### config.mk
export PLATFORM = sky130hd
export DESIGN_NAME = mux_bus_ctrl
export DESIGN_NICKNAME = d
export VERILOG_FILES = /design/src/rtl/mbc_pkg.sv /design/src/rtl/mbc_fsm.sv /design/src/rtl/mbc_lane_steer.sv /design/src/rtl/mbc_addr_latch.sv /design/src/rtl/mux_bus_ctrl.sv
export SDC_FILE = /design/constraint.sdc
export NUM_CORES = 1
export LEC_CHECK = 0
export BUFFER_PORTS_ARGS = -buffer_cell sky130_fd_sc_hd__buf_2
export CORE_AREA = 10 10 100 102
export DETAILED_ROUTE_END_ITERATION = 16
export DIE_AREA = 0 0 110 112
export PLACE_DENSITY = 0.8
export SYNTH_ARGS = -nofsm -noshare
export SYNTH_HDL_FRONTEND = slang
export SYNTH_SLANG_ARGS = --single-unit
### constraint.sdc
create_clock -name clk -period 3.85 [get_ports clk]
set_clock_uncertainty 0.15 [all_clocks]
set_input_delay 0.5775 -clock clk [delete_from_list [all_inputs] [get_ports clk]]
set_output_delay 0.5775 -clock clk [all_outputs]
set_load 0.005 [all_outputs]
### src/rtl/mbc_pkg.sv
package mbc_pkg;
    localparam int LANE_W = 8;
    localparam int BUS_W  = 2 * LANE_W;

    typedef enum logic [2:0] {
        S_IDLE,
        S_T1,
        S_T2,
        S_T3,
        S_T4
    } phase_t;
endpackage

### src/rtl/mbc_fsm.sv
module mbc_fsm
    import mbc_pkg::*;
(
    input  logic   clk,
    input  logic   rst_n,
    input  logic   req,
    input  logic   ready,
    input  logic   is_write,
    input  logic   split,
    output phase_t state,
    output logic   second,
    output logic   accept,
    output logic   capture,
    output logic   done,
    output logic   ale,
    output logic   rd_n,
    output logic   wr_n,
    output logic   den_n,
    output logic   ad_oe,
    output logic   st_active
);
    phase_t state_d;
    logic   second_d;

    // state register
    always_ff @(posedge clk) begin
        if (!rst_n) begin
            state  <= S_IDLE;
            second <= 1'b0;
        end else begin
            state  <= state_d;
            second <= second_d;
        end
    end

    // transitions
    always_comb begin
        state_d  = state;
        second_d = second;
        unique case (state)
            S_IDLE: begin
                second_d = 1'b0;
                if (req) state_d = S_T1;
            end
            S_T1: state_d = S_T2;
            S_T2: state_d = S_T3;
            S_T3: if (ready) state_d = S_T4;
            S_T4: begin
                if (split && !second) begin
                    state_d  = S_T1;
                    second_d = 1'b1;
                end else begin
                    state_d  = S_IDLE;
                    second_d = 1'b0;
                end
            end
            default: state_d = S_IDLE;
        endcase
    end

    // outputs
    always_comb begin
        accept    = 1'b0;
        capture   = 1'b0;
        done      = 1'b0;
        ale       = 1'b0;
        rd_n      = 1'b1;
        wr_n      = 1'b1;
        den_n     = 1'b1;
        ad_oe     = 1'b0;
        st_active = 1'b0;
        unique case (state)
            S_IDLE: accept = req;
            S_T1: begin
                ale       = 1'b1;
                ad_oe     = 1'b1;
                st_active = 1'b1;
            end
            S_T2, S_T3: begin
                st_active = 1'b1;
                den_n     = 1'b0;
                rd_n      = is_write;
                wr_n      = !is_write;
                ad_oe     = is_write;
                capture   = (state == S_T3) && ready && !is_write;
            end
            S_T4: done = !split || second;
            default: ;
        endcase
    end

    p_wait_hold_r3: assert property (@(posedge clk) disable iff (!rst_n)
        (state == S_T3 && !ready) |=> (state == S_T3));

    p_ack_single_r11: assert property (@(posedge clk) disable iff (!rst_n)
        done |=> !done);

    p_split_second_r10: assert property (@(posedge clk) disable iff (!rst_n)
        (state == S_T4 && split && !second) |=> (state == S_T1 && second));
endmodule

### src/rtl/mbc_lane_steer.sv
module mbc_lane_steer
    import mbc_pkg::*;
(
    input  logic              a0,
    input  logic              aligned_word,
    input  logic [LANE_W-1:0] wbyte,
    input  logic [BUS_W-1:0]  wword,
    input  logic [BUS_W-1:0]  bus_in,
    output logic              bhe_n,
    output logic [BUS_W-1:0]  wlanes,
    output logic [LANE_W-1:0] rbyte
);
    // upper lane is enabled for any word or for an odd byte
    always_comb begin
        bhe_n  = !(aligned_word || a0);
        wlanes = aligned_word ? wword : {wbyte, wbyte};
        rbyte  = a0 ? bus_in[BUS_W-1:LANE_W] : bus_in[LANE_W-1:0];
    end
endmodule

### src/rtl/mbc_addr_latch.sv
module mbc_addr_latch #(
    parameter int ADDR_W = 20,
    parameter int LOW_W  = 16
) (
    input  logic                    clk,
    input  logic                    rst_n,
    input  logic                    ale,
    input  logic [ADDR_W-LOW_W-1:0] hi_in,
    input  logic [LOW_W-1:0]        low_in,
    input  logic                    bhe_n_in,
    output logic [ADDR_W-1:0]       lat_addr,
    output logic                    lat_bhe_n
);
    always_ff @(posedge clk) begin
        if (!rst_n) begin
            lat_addr  <= '0;
            lat_bhe_n <= 1'b1;
        end else if (ale) begin
            lat_addr  <= {hi_in, low_in};
            lat_bhe_n <= bhe_n_in;
        end
    end

    p_latch_hold_r5: assert property (@(posedge clk) disable iff (!rst_n)
        !ale |=> ($stable(lat_addr) && $stable(lat_bhe_n)));
endmodule

### src/rtl/mux_bus_ctrl.sv
module mux_bus_ctrl
    import mbc_pkg::*;
#(
    parameter int ADDR_W    = 20,
    parameter int IO_ADDR_W = 16
) (
    input  logic                        clk,
    input  logic                        rst_n,
    input  logic                        req,
    input  logic                        req_wr,
    input  logic                        req_io,
    input  logic                        req_word,
    input  logic [ADDR_W-1:0]           req_addr,
    input  logic [15:0]                 req_wdata,
    output logic                        ack,
    output logic [15:0]                 rdata,
    output logic [15:0]                 ad_out,
    output logic                        ad_oe,
    input  logic [15:0]                 ad_in,
    output logic [ADDR_W-IO_ADDR_W-1:0] a_hi,
    output logic                        bhe_n,
    output logic                        ale,
    output logic                        rd_n,
    output logic                        wr_n,
    output logic                        den_n,
    output logic                        st_io,
    output logic                        st_wr,
    input  logic                        ready,
    output logic [ADDR_W-1:0]           lat_addr,
    output logic                        lat_bhe_n
);
    localparam int HI_W = ADDR_W - IO_ADDR_W;

    phase_t            state;
    logic              second, accept, capture, done, st_active;
    logic              q_wr, q_io, q_word;
    logic [ADDR_W-1:0] q_addr, nxt_addr, cur_addr;
    logic [BUS_W-1:0]  q_wdata, rd_q, wlanes;
    logic [LANE_W-1:0] wbyte, rbyte;
    logic              misal, aligned_word, lane_bhe_n;

    assign misal        = q_word && q_addr[0];
    assign aligned_word = q_word && !q_addr[0];

    mbc_fsm u_fsm (
        .clk      (clk),
        .rst_n    (rst_n),
        .req      (req),
        .ready    (ready),
        .is_write (q_wr),
        .split    (misal),
        .state    (state),
        .second   (second),
        .accept   (accept),
        .capture  (capture),
        .done     (done),
        .ale      (ale),
        .rd_n     (rd_n),
        .wr_n     (wr_n),
        .den_n    (den_n),
        .ad_oe    (ad_oe),
        .st_active(st_active)
    );

    // request capture; I/O addresses lose their upper bits
    always_ff @(posedge clk) begin
        if (!rst_n) begin
            q_addr  <= '0;
            q_wr    <= 1'b0;
            q_io    <= 1'b0;
            q_word  <= 1'b0;
            q_wdata <= '0;
        end else if (accept) begin
            q_addr  <= req_io ? {{HI_W{1'b0}}, req_addr[IO_ADDR_W-1:0]} : req_addr;
            q_wr    <= req_wr;
            q_io    <= req_io;
            q_word  <= req_word;
            q_wdata <= req_wdata;
        end
    end

    // address of the second half of a split word, wrapping inside its space
    always_comb begin
        if (q_io)
            nxt_addr = {{HI_W{1'b0}}, q_addr[IO_ADDR_W-1:0] + IO_ADDR_W'(1)};
        else
            nxt_addr = q_addr + ADDR_W'(1);
        cur_addr = second ? nxt_addr : q_addr;
        wbyte    = (misal && second) ? q_wdata[BUS_W-1:LANE_W] : q_wdata[LANE_W-1:0];
    end

    mbc_lane_steer u_lanes (
        .a0          (cur_addr[0]),
        .aligned_word(aligned_word),
        .wbyte       (wbyte),
        .wword       (q_wdata),
        .bus_in      (ad_in),
        .bhe_n       (lane_bhe_n),
        .wlanes      (wlanes),
        .rbyte       (rbyte)
    );

    // bus pins
    always_comb begin
        if (state == S_T1)
            ad_out = cur_addr[IO_ADDR_W-1:0];
        else if (ad_oe)
            ad_out = wlanes;
        else
            ad_out = '0;
        a_hi  = (state == S_IDLE) ? '0 : cur_addr[ADDR_W-1:IO_ADDR_W];
        bhe_n = (state == S_IDLE) ? 1'b1 : lane_bhe_n;
        st_io = st_active && q_io;
        st_wr = st_active && q_wr;
    end

    // read data assembly
    always_ff @(posedge clk) begin
        if (!rst_n) begin
            rd_q <= '0;
        end else if (capture) begin
            if (aligned_word)
                rd_q <= ad_in;
            else if (misal && !second)
                rd_q[LANE_W-1:0] <= rbyte;
            else if (misal)
                rd_q[BUS_W-1:LANE_W] <= rbyte;
            else
                rd_q <= {{LANE_W{1'b0}}, rbyte};
        end
    end

    assign rdata = rd_q;
    assign ack   = done;

    mbc_addr_latch #(
        .ADDR_W(ADDR_W),
        .LOW_W (IO_ADDR_W)
    ) u_latch (
        .clk      (clk),
        .rst_n    (rst_n),
        .ale      (ale),
        .hi_in    (a_hi),
        .low_in   (ad_out),
        .bhe_n_in (bhe_n),
        .lat_addr (lat_addr),
        .lat_bhe_n(lat_bhe_n)
    );

    p_strobe_after_ale_r2: assert property (@(posedge clk) disable iff (!rst_n)
        ($fell(rd_n) || $fell(wr_n)) |-> $past(ale));

    p_one_strobe_r2: assert property (@(posedge clk) disable iff (!rst_n)
        !(!rd_n && !wr_n));

    p_read_release_r4: assert property (@(posedge clk) disable iff (!rst_n)
        !rd_n |-> !ad_oe);

    p_io_upper_zero_r6: assert property (@(posedge clk) disable iff (!rst_n)
        (ale && st_io) |-> (a_hi == '0));

    p_lane_code_r7: assert property (@(posedge clk) disable iff (!rst_n)
        ale |-> !(ad_out[0] && bhe_n));

    p_den_window_r13: assert property (@(posedge clk) disable iff (!rst_n)
        !den_n |-> (!rd_n || !wr_n));
endmodule

# Yosys cells after proc, flatten, opt, wreduce, memory -nomap -nowiden

Index checks and enable logic that the tools add are counted.

Bits in registers: 80
Bits of input ports: 59
Output and inout port bits: 66
Word-level logic and storage cells: 73

$add $sub $neg: 2
Equality and inequality tests: 8
Muxes and demuxes: 30
Reductions and logical operators: 22

Operator list:

| kind                                                   | number |
|---|---|
| 2-to-1 mux 16 bit                                      | 4 |
| 2-to-1 mux 20 bit                                      | 3 |
| 2-to-1 mux 8 bit                                       | 6 |
| adder 20 x 1 -> 20 bit (second input constant)         | 1 |
| adder 16 x 1 -> 16 bit (second input constant)         | 1 |
| one-hot mux 3 bit (5 select lines)                     | 1 |
| 2-to-1 mux 1 bit                                       | 11 |
| logical AND 1 bit                                      | 8 |
| == test 3 x 2 -> 1 bit (second input constant)         | 2 |
| 2-to-1 mux 3 bit                                       | 2 |
| AND reduction 2 bit                                    | 3 |
| logical NOT 1 bit                                      | 5 |
| 2-to-1 mux 4 bit                                       | 1 |
| inequality test 2 bit (second input constant)          | 2 |
| one-hot mux 1 bit (2 select lines)                     | 2 |
| == test 3 x 1 -> 1 bit (second input constant)         | 1 |
| == test 3 bit (second input constant)                  | 1 |
| logical NOT 3 bit                                      | 1 |
| inequality test 3 x 1 -> 1 bit (second input constant) | 1 |
| OR reduction 3 bit                                     | 1 |
| logical OR 1 bit                                       | 2 |
| inequality test 2 x 1 -> 1 bit (second input constant) | 1 |
| nonzero test 2 bit                                     | 1 |
| OR reduction 2 bit                                     | 1 |

# Longest topological paths before layout

Gate-level depths: netlist of run 1.

Depth in word-level cells: 7
Mapped depth: 8
Mapped depth without buffers: 5

# Hierarchy

From an unflattened synthesis of run 1, not the netlist that was laid out.

Cells, all modules: 460
Area total of the unflattened synthesis: 4420.5 µm²

Modules (own cells, without submodules):

| module         | times used | cells an instance | area each (µm²) | sequential area each (µm²) |
|---|---|---|---|---|
| mux_bus_ctrl   | 1          | 332               | 3012.9          | 1101.1 |
| mbc_addr_latch | 1          | 68                | 818.3           | 420.4 |
| mbc_lane_steer | 1          | 28                | 344.1           | 0.0 |
| mbc_fsm        | 1          | 32                | 245.2           | 80.1 |

# Worst setup path before layout of run 1

Ideal clock, no wire load.

Kind: register to output
From: register q_addr[1]
To: output a_hi[2]
Arrival time: 1.982 ns
Data required time: 3.122 ns
Setup slack: 1.140 ns
Stages on the path, launching flop included: 7
Path buffers: 1
Path through: dfxtp_1 ha_1 nand2_1 or4_1 buf_2 or4_1 a21oi_1

Longest elaborated chain between the ends: 4

RTL lines:

| element                  | RTL line            | RTL |
|---|---|---|
| start: declaration       | mux_bus_ctrl.sv:37  | `logic [ADDR_W-1:0] q_addr, nxt_addr, cur_addr;` |
| start signal: assignment | mux_bus_ctrl.sv:74  | `q_addr <= req_io ? {{HI_W{1'b0}}, req_addr[IO_ADDR_W-1:0]} : req_addr;` |
| adder 20 x 1 -> 20 bit   | mux_bus_ctrl.sv:87  | `nxt_addr = q_addr + ADDR_W'(1);` |
| 2-to-1 mux 20 bit        | mux_bus_ctrl.sv:84  | `if (q_io)` |
| 2-to-1 mux 20 bit        | mux_bus_ctrl.sv:88  | `cur_addr = second ? nxt_addr : q_addr;` |
| 2-to-1 mux 4 bit         | mux_bus_ctrl.sv:111 | `a_hi = (state == S_IDLE) ? '0 : cur_addr[ADDR_W-1:IO_ADDR_W];` |
| end: declaration         | mux_bus_ctrl.sv:20  | `output logic [ADDR_W-IO_ADDR_W-1:0] a_hi,` |

Every way passes these cells.

# Worst setup path in the final report of run 1

From: register u_fsm.second
To: output a_hi[2]

Longest elaborated chain between the ends: 2

RTL lines:

| element                  | RTL line            | RTL |
|---|---|---|
| start: declaration       | mbc_fsm.sv:11       | `output logic second,` |
| start signal: assignment | mbc_fsm.sv:32       | `second <= second_d;` |
| 2-to-1 mux 20 bit        | mux_bus_ctrl.sv:88  |  |
| 2-to-1 mux 4 bit         | mux_bus_ctrl.sv:111 |  |

Every way passes these cells.

==> results.sh, run 1 <==
export IMPL_htree_levels=3
export IMPL_finalHoldViolations=0
export IMPL_clock_sinks=80
export IMPL_syn_area_per_cell_um2=7.90
export IMPL_dp_hpwl_um=9280
export IMPL_grt_pass1_wl_um=19200
export IMPL_routed_wl_um=12200
export IMPL_syn2layout_area_growth_pct=22.1
export IMPL_setup_viol=0
export IMPL_cp_endpoint="a_hi[2]"
export IMPL_fin_crit_ns=3.52
export IMPL_p_leak_nw=2.08
export IMPL_core_mm2=0.00805
export IMPL_grt_antenna_before_repair=0
export IMPL_critical_path_required_ns=3.12
export IMPL_yosys_cell_types_count=46
export IMPL_r2r_slack_ns=1.32
export IMPL_ioPinCount=125
export IMPL_hold_slack_ns=0.295
export IMPL_path_clk_slew_ns=0.08
export IMPL_numCtsBuffers=9
export IMPL_die_area_mm2=0.0123
export IMPL_status="finished clean"
export IMPL_wl_per_cell_um=17.1
export IMPL_end_kind="output port"
export IMPL_crit_path_max_fanout=15
export IMPL_clock_fmax_ghz=0.284
export IMPL_grt_use_total_pct=19.4
export IMPL_power_density_mw_per_mm2=405
export IMPL_startpoint_type="flop"
export IMPL_netlist_area_leader_share_pct=40.5
export IMPL_path_class="reg2out"
export IMPL_wl_met2_um=6060
export IMPL_rsz0062_at_grt="false"
export IMPL_dr_pass1_iters=5
export IMPL_hp_class="in2reg"
export IMPL_synthTopCellsByArea="dfxtp_1, nand2_1, a21oi_1"
export IMPL_fin_area_mm2=0.00482
export IMPL_die_x_um=110
export IMPL_synthesis_nets=560
export IMPL_worstRegToRegCells=4
export IMPL_portBuffers=124
export IMPL_postSynthCellCount=500
export IMPL_overflow=0
export IMPL_post_dp_cell_area_mm2=0.00460
export IMPL_mostFrequentLayoutCells="buf_2, nand2_1, dfxtp_1"
export IMPL_wl_met1_um=4900
export IMPL_nFillCells=749
export IMPL_async_flop_share_pct=0
export IMPL_finalSetupTns_ns=0
export IMPL_antenna_left=0
export IMPL_start_util_pct=49.1
export IMPL_via_count=3995
export IMPL_ys_flop_type="dfxtp_1"
export IMPL_fin_nets=664
export IMPL_startpoint="u_fsm.second"
export IMPL_regToRegEndpoint="u_latch.lat_addr[19]"
export IMPL_tightest_slew_ns=1.03
export IMPL_synth_edf_count=0
export IMPL_dr_wl_met3_um=919
export IMPL_clk_latency_ns=0.36
export IMPL_synth_area_mm2=0.00395
export IMPL_maxCapViolCount=0
export IMPL_relSlewSlack_pct=30.9
export IMPL_mostFrequentLayoutCell="buf_2"
export IMPL_ir_drop_mv=0.214
export IMPL_utilization_pct=59.9
export IMPL_final_layout_size_suffix_gt1_share_pct=26.6
export IMPL_highest_layer="met4"
export IMPL_r2r_start="u_fsm.second"
export IMPL_drc=0
export IMPL_globalplace_congestion=0.894
export IMPL_finalPower_w=0.00195
export IMPL_cts_tree="yes"
export IMPL_ctsLongestPathBuffers=2
export IMPL_cp_arrival_ns=2.80
export IMPL_grt_max_degree=37
export IMPL_synth_top_area_cell="dfxtp_1"
export IMPL_yosys_warnings=0
export IMPL_diodes=0
export IMPL_finalMaxSlewViolations=0
export IMPL_fin_crit_sh_pct=91.5
export IMPL_yosysSeqAreaShare_pct=40.5
export IMPL_rows=33
export IMPL_die_y_um=112
export IMPL_yosys_register_bits=80
export IMPL_drt_initial_drc_count=204
export IMPL_first_global_vias=3827
export IMPL_routed_via_density=5.60
export IMPL_clockRootBuffer="clkbuf_8"
-- registers in the layout, indices dropped and copies added (netlist names) --
signal             cells
q_wr                   1
u_fsm.state            3
q_wdata               16
u_latch.lat_bhe_n      1
u_latch.lat_addr      20
rdata                 16
q_word                 1
u_fsm.second           1
q_addr                20
q_io                   1
-- where the power goes --
part	switching (W)	internal (W)	total (W)	leakage, nW
Combinational	0.000189	0.000127	0.000316	1.32
Clock	0.000314	0.000382	0.000696	0.106
Sequential	0.0000587	0.000882	0.000941	0.653
-- Yosys cell counts (all sizes together), types with 2 or more instances --
| cell type | number |
|---|---|
| xnor2 | 10 |
| a211oi | 12 |
| and3 | 3 |
| a21boi | 5 |
| xor2 | 3 |
| nand4 | 8 |
| nor4 | 6 |
| o211ai | 7 |
| nand3 | 21 |
| o22ai | 10 |
| inv | 8 |
| mux2i | 22 |
| o31ai | 2 |
| and2 | 3 |
| buf | 8 |
| o21ai | 17 |
| or4 | 6 |
| nand3b | 4 |
| nor3 | 11 |
| mux2 | 9 |
| or3 | 4 |
| nand2b | 11 |
| clkbuf | 28 |
| dfxtp | 80 |
| nor2 | 21 |
| nand2 | 100 |
| a21oi | 65 |
| o21bai | 2 |
-- worst min path at each step --
stage	cells past startpoint	slack, ns	end	start
global placement	2	0.29	u_latch.lat_addr[4]	u_latch.lat_addr[4]
floorplan	2	0.29	q_io	q_io
CTS	3	0.29	q_wdata[11]	req_wdata[11]
detailed placement	2	0.30	u_latch.lat_addr[4]	u_latch.lat_addr[4]
finish	3	0.30	q_wdata[11]	req_wdata[11]
global route	3	0.29	q_wdata[11]	req_wdata[11]
-- cells by family (layout without fill, tap and decap cells) --
group                    Yosys count  in the layout  synth area share, %
XOR/XNOR                          13             13                 2.88
AND/OR/NAND/NOR                  207            207                 25.5
flip-flops                        80             80                 40.5
buffers and inverters             44            153                 4.43
adder cells (fa/ha/maj)            1              1                0.317
multiplexers                      31             31                 8.14
AO/OA/AOI/OAI                    124            124                 18.2
-- cell type report --
type | instances | area (um2) | share of cell area [%]
Multi-Input combinational cell | 376 | 2180 | 45.2
Clock buffer | 11 | 141 | 2.93
Tap cell | 105 | 131 | 2.72
Clock inverter | 5 | 80.1 | 1.66
Sequential cell | 80 | 1600 | 33.2
Timing Repair Buffer | 129 | 658 | 13.6
Inverter | 8 | 30.0 | 0.623
-- metal layers --
| layer | global-route usage (%) | vias to the layer above |
|---|---|---|
| met2 | 32.5 | 136 |
| met3 | 4.90 | 24 |
| li1 | - | 1984 |
| met5 | 0 | - |
| met4 | 9.20 | 0 |
| met1 | 22.2 | 1851 |
-- what timing repair did --
item	4_1_cts	5_1_grt
hold buffers	0	0
resized for setup	0	1
setup endpoints to repair	0	1
endpoints found under the hold margin	0	0
setup buffers	0	0
-- worst max-delay path, cell delays in order, from the launching register on --
cell	delay [ns]
dfxtp_1	0.60
nand2_1	0.26
or4_1	0.72
or4_1	0.56
a21oi_1	0.16
buf_2	0.13
-- metrics by stage --
stage / instances / worst slack, ns
floorplan: 500 / 1.14
global placement: 698 / 0.714
detailed placement: 698 / 0.599
CTS: 714 / 0.180
global route: 714 / 0.129
finish: 714 / 0.326
Note: power is estimated with default switching activity, not from simulation.
==> run 2: changes to the inputs <==
--- a/config.mk
+++ b/config.mk
@@ -9,7 +9,7 @@
 export CORE_AREA = 10 10 100 102
 export DETAILED_ROUTE_END_ITERATION = 16
 export DIE_AREA = 0 0 110 112
-export PLACE_DENSITY = 0.8
+export PLACE_DENSITY = 0.76
 export SYNTH_ARGS = -nofsm -noshare
 export SYNTH_HDL_FRONTEND = slang
 export SYNTH_SLANG_ARGS = --single-unit
==> run 2 against run 1 <==
Net effect: critical path depth did not move; cell count rose by 0.14%; clock power fell by 4.3%; flip-flop and latch count did not move; global-route usage fell by 0.72 points; sequential power fell by 0.4%; wire length fell by 3.4%; final area barely moved; core utilization barely moved; worst setup slack got worse by 0.017 ns; critical path type unchanged.
==> results.sh, run 2 (same netlist as run 1, synthesis figures left out) <==
export IMPL_mostFrequentLayoutCell="buf_2"
export IMPL_clk_latency_ns=0.34
export IMPL_cts_hold_buf=0
export IMPL_rows=33
export IMPL_grt_use_total_pct=18.7
export IMPL_relSlewSlack_pct=28.9
export IMPL_htree_levels=3
export IMPL_globalplace_congestion=0.946
export IMPL_finalSetupTns_ns=0
export IMPL_mostFrequentLayoutCells="buf_2, nand2_1, dfxtp_1"
export IMPL_critical_path_required_ns=3.12
export IMPL_start_util_pct=49.1
export IMPL_fin_crit_sh_pct=92.0
export IMPL_fin_crit_ns=3.54
export IMPL_setup_viol=0
export IMPL_overflow=0
export IMPL_hp_start="u_latch.lat_addr[1]"
export IMPL_p_leak_nw=2.09
export IMPL_startpoint="u_fsm.second"
export IMPL_cts_tree="yes"
export IMPL_cp_endpoint="a_hi[2]"
export IMPL_use_met1_pct=22.8
export IMPL_portBuffers=124
export IMPL_post_cts_resized=0
export IMPL_diodes=0
export IMPL_fin_nets=665
export IMPL_die_y_um=112
export IMPL_netSwitchingFraction_pct=28.5
export IMPL_path_clk_slew_ns=0.08
export IMPL_core_mm2=0.00805
export IMPL_startpoint_type="flop"
export IMPL_p_sw_w=0.000548
export IMPL_die_x_um=110
export IMPL_via_count=3958
export IMPL_r2r_slack_ns=1.28
export IMPL_grt_use_met3_pct=4.73
export IMPL_cp_arrival_ns=2.81
export IMPL_rsz0062_at_grt="false"
export IMPL_die_area_mm2=0.0123
export IMPL_clockRootBuffer="clkbuf_8"
export IMPL_maxCapViolCount=0
export IMPL_comb_power_share_pct=16.6
export IMPL_intPower_w=0.00137
export IMPL_fin_area_mm2=0.00482
export IMPL_numCtsBuffers=9
export IMPL_post_dp_cell_area_mm2=0.00461
export IMPL_routed_wl_um=11800
export IMPL_antenna_left=0
export IMPL_final_layout_size_suffix_gt1_share_pct=26.6
export IMPL_crit_path_max_fanout=15
export IMPL_dp_hpwl_um=8990
export IMPL_first_global_vias=3794
export IMPL_clock_fmax_ghz=0.282
export IMPL_drc=0
export IMPL_power_density_mw_per_mm2=399
export IMPL_grt_busiest_layer="met2"
export IMPL_p_clk_share_pct=34.7
export IMPL_grt_pass1_wl_um=18800
export IMPL_drt_initial_drc_count=248
export IMPL_ctsLongestPathBuffers=2
export IMPL_path_class="reg2out"
export IMPL_hp_class="reg2reg"
export IMPL_clock_sinks=80
export IMPL_met2_usage_pct=30.6
export IMPL_grt_max_degree=62
export IMPL_routed_via_density=5.54
export IMPL_dr_pass1_iters=4
export IMPL_finalHoldViolations=0
export IMPL_ioPinCount=125
export IMPL_end_kind="output port"
export IMPL_tightest_slew_ns=1.06
export IMPL_seqPwrFrac_pct=48.8
export IMPL_ir_drop_mv=0.178
export IMPL_worstRegToRegCells=4
export IMPL_finalMaxSlewViolations=0
export IMPL_reg_top3="q_addr x20, u_latch.lat_addr x20"
export IMPL_syn2layout_area_growth_pct=22.0
export IMPL_grt_antenna_before_repair=0
export IMPL_status="finished clean"
export IMPL_cts_setup_buffers=0
export IMPL_regToRegEndpoint="u_latch.lat_addr[19]"
export IMPL_r2r_start="u_fsm.second"
export IMPL_wl_per_cell_um=16.5
run 2: cell count changes in the layout (fill, tap and decap cells not counted):
cell	previous run	this run
clkbuf_8	10	9
clkinv_2	1	3
clkinvlp_4	2	0
dfxtp_1	79	80
clkinv_4	0	1
dfxtp_2	1	0
buf_4	5	6
run 2: layout make-up:
cell class	instances	area, um2
clock buffer	10	128
clock inverter	6	83.8
fill	759	3230
inverter	8	30.0
multi-input combinational	376	2180
sequential	80	1600
tap	105	131
timing repair buffer	130	666
run 2: power by group through the flow:
| stage | Sequential (W) | Clock, W | Combinational (W) |
|---|---|---|---|
| floorplan | 0.000940 | 0 | 0.000202 |
| global placement | 0.000952 | 0 | 0.000309 |
| detailed placement | 0.000955 | 0 | 0.000317 |
| CTS | 0.000936 | 0.000676 | 0.000319 |
| global route | 0.000946 | 0.000711 | 0.000353 |
| finish | 0.000937 | 0.000666 | 0.000318 |
run 2: worst max-delay path: stages (launching register included):
cell,delay [ns]
dfxtp_1,0.61
nand2_1,0.30
or4_1,0.73
or4_1,0.54
a21oi_1,0.16
buf_2,0.13
run 2: worst min-delay path by stage:
stage	endpoint	slack [ns]	depth (start not counted)
after global routing	q_addr[6]	0.31	3
after global placement	u_latch.lat_addr[3]	0.29	2
after detailed placement	u_latch.lat_addr[3]	0.30	2
after floorplan	q_io	0.29	2
after CTS	q_wdata[11]	0.30	3
final	u_latch.lat_addr[1]	0.31	2
run 2: routing by layer:
layer	wire length (um)	part of all wire [%]
met5	0	0
met4	266	2.3
met3	850	7.2
met2	5860	50
met1	4830	41
run 2: per-stage QoR:
| step | instances | total power [W] | util (%) | hold WS, ns | setup WS [ns] |
|---|---|---|---|---|---|
| final | 715 | 0.00192 | 59.9 | 0.310 | 0.309 |
| after CTS | 715 | 0.00193 | 59.9 | 0.301 | 0.339 |
| after detailed placement | 699 | 0.00127 | 57.2 | 0.300 | 0.720 |
| after global placement | 699 | 0.00126 | 57.2 | 0.294 | 0.798 |
| after floorplan | 500 | 0.00114 | - | 0.291 | 1.14 |
| after global routing | 715 | 0.00201 | 59.9 | 0.306 | 0.142 |
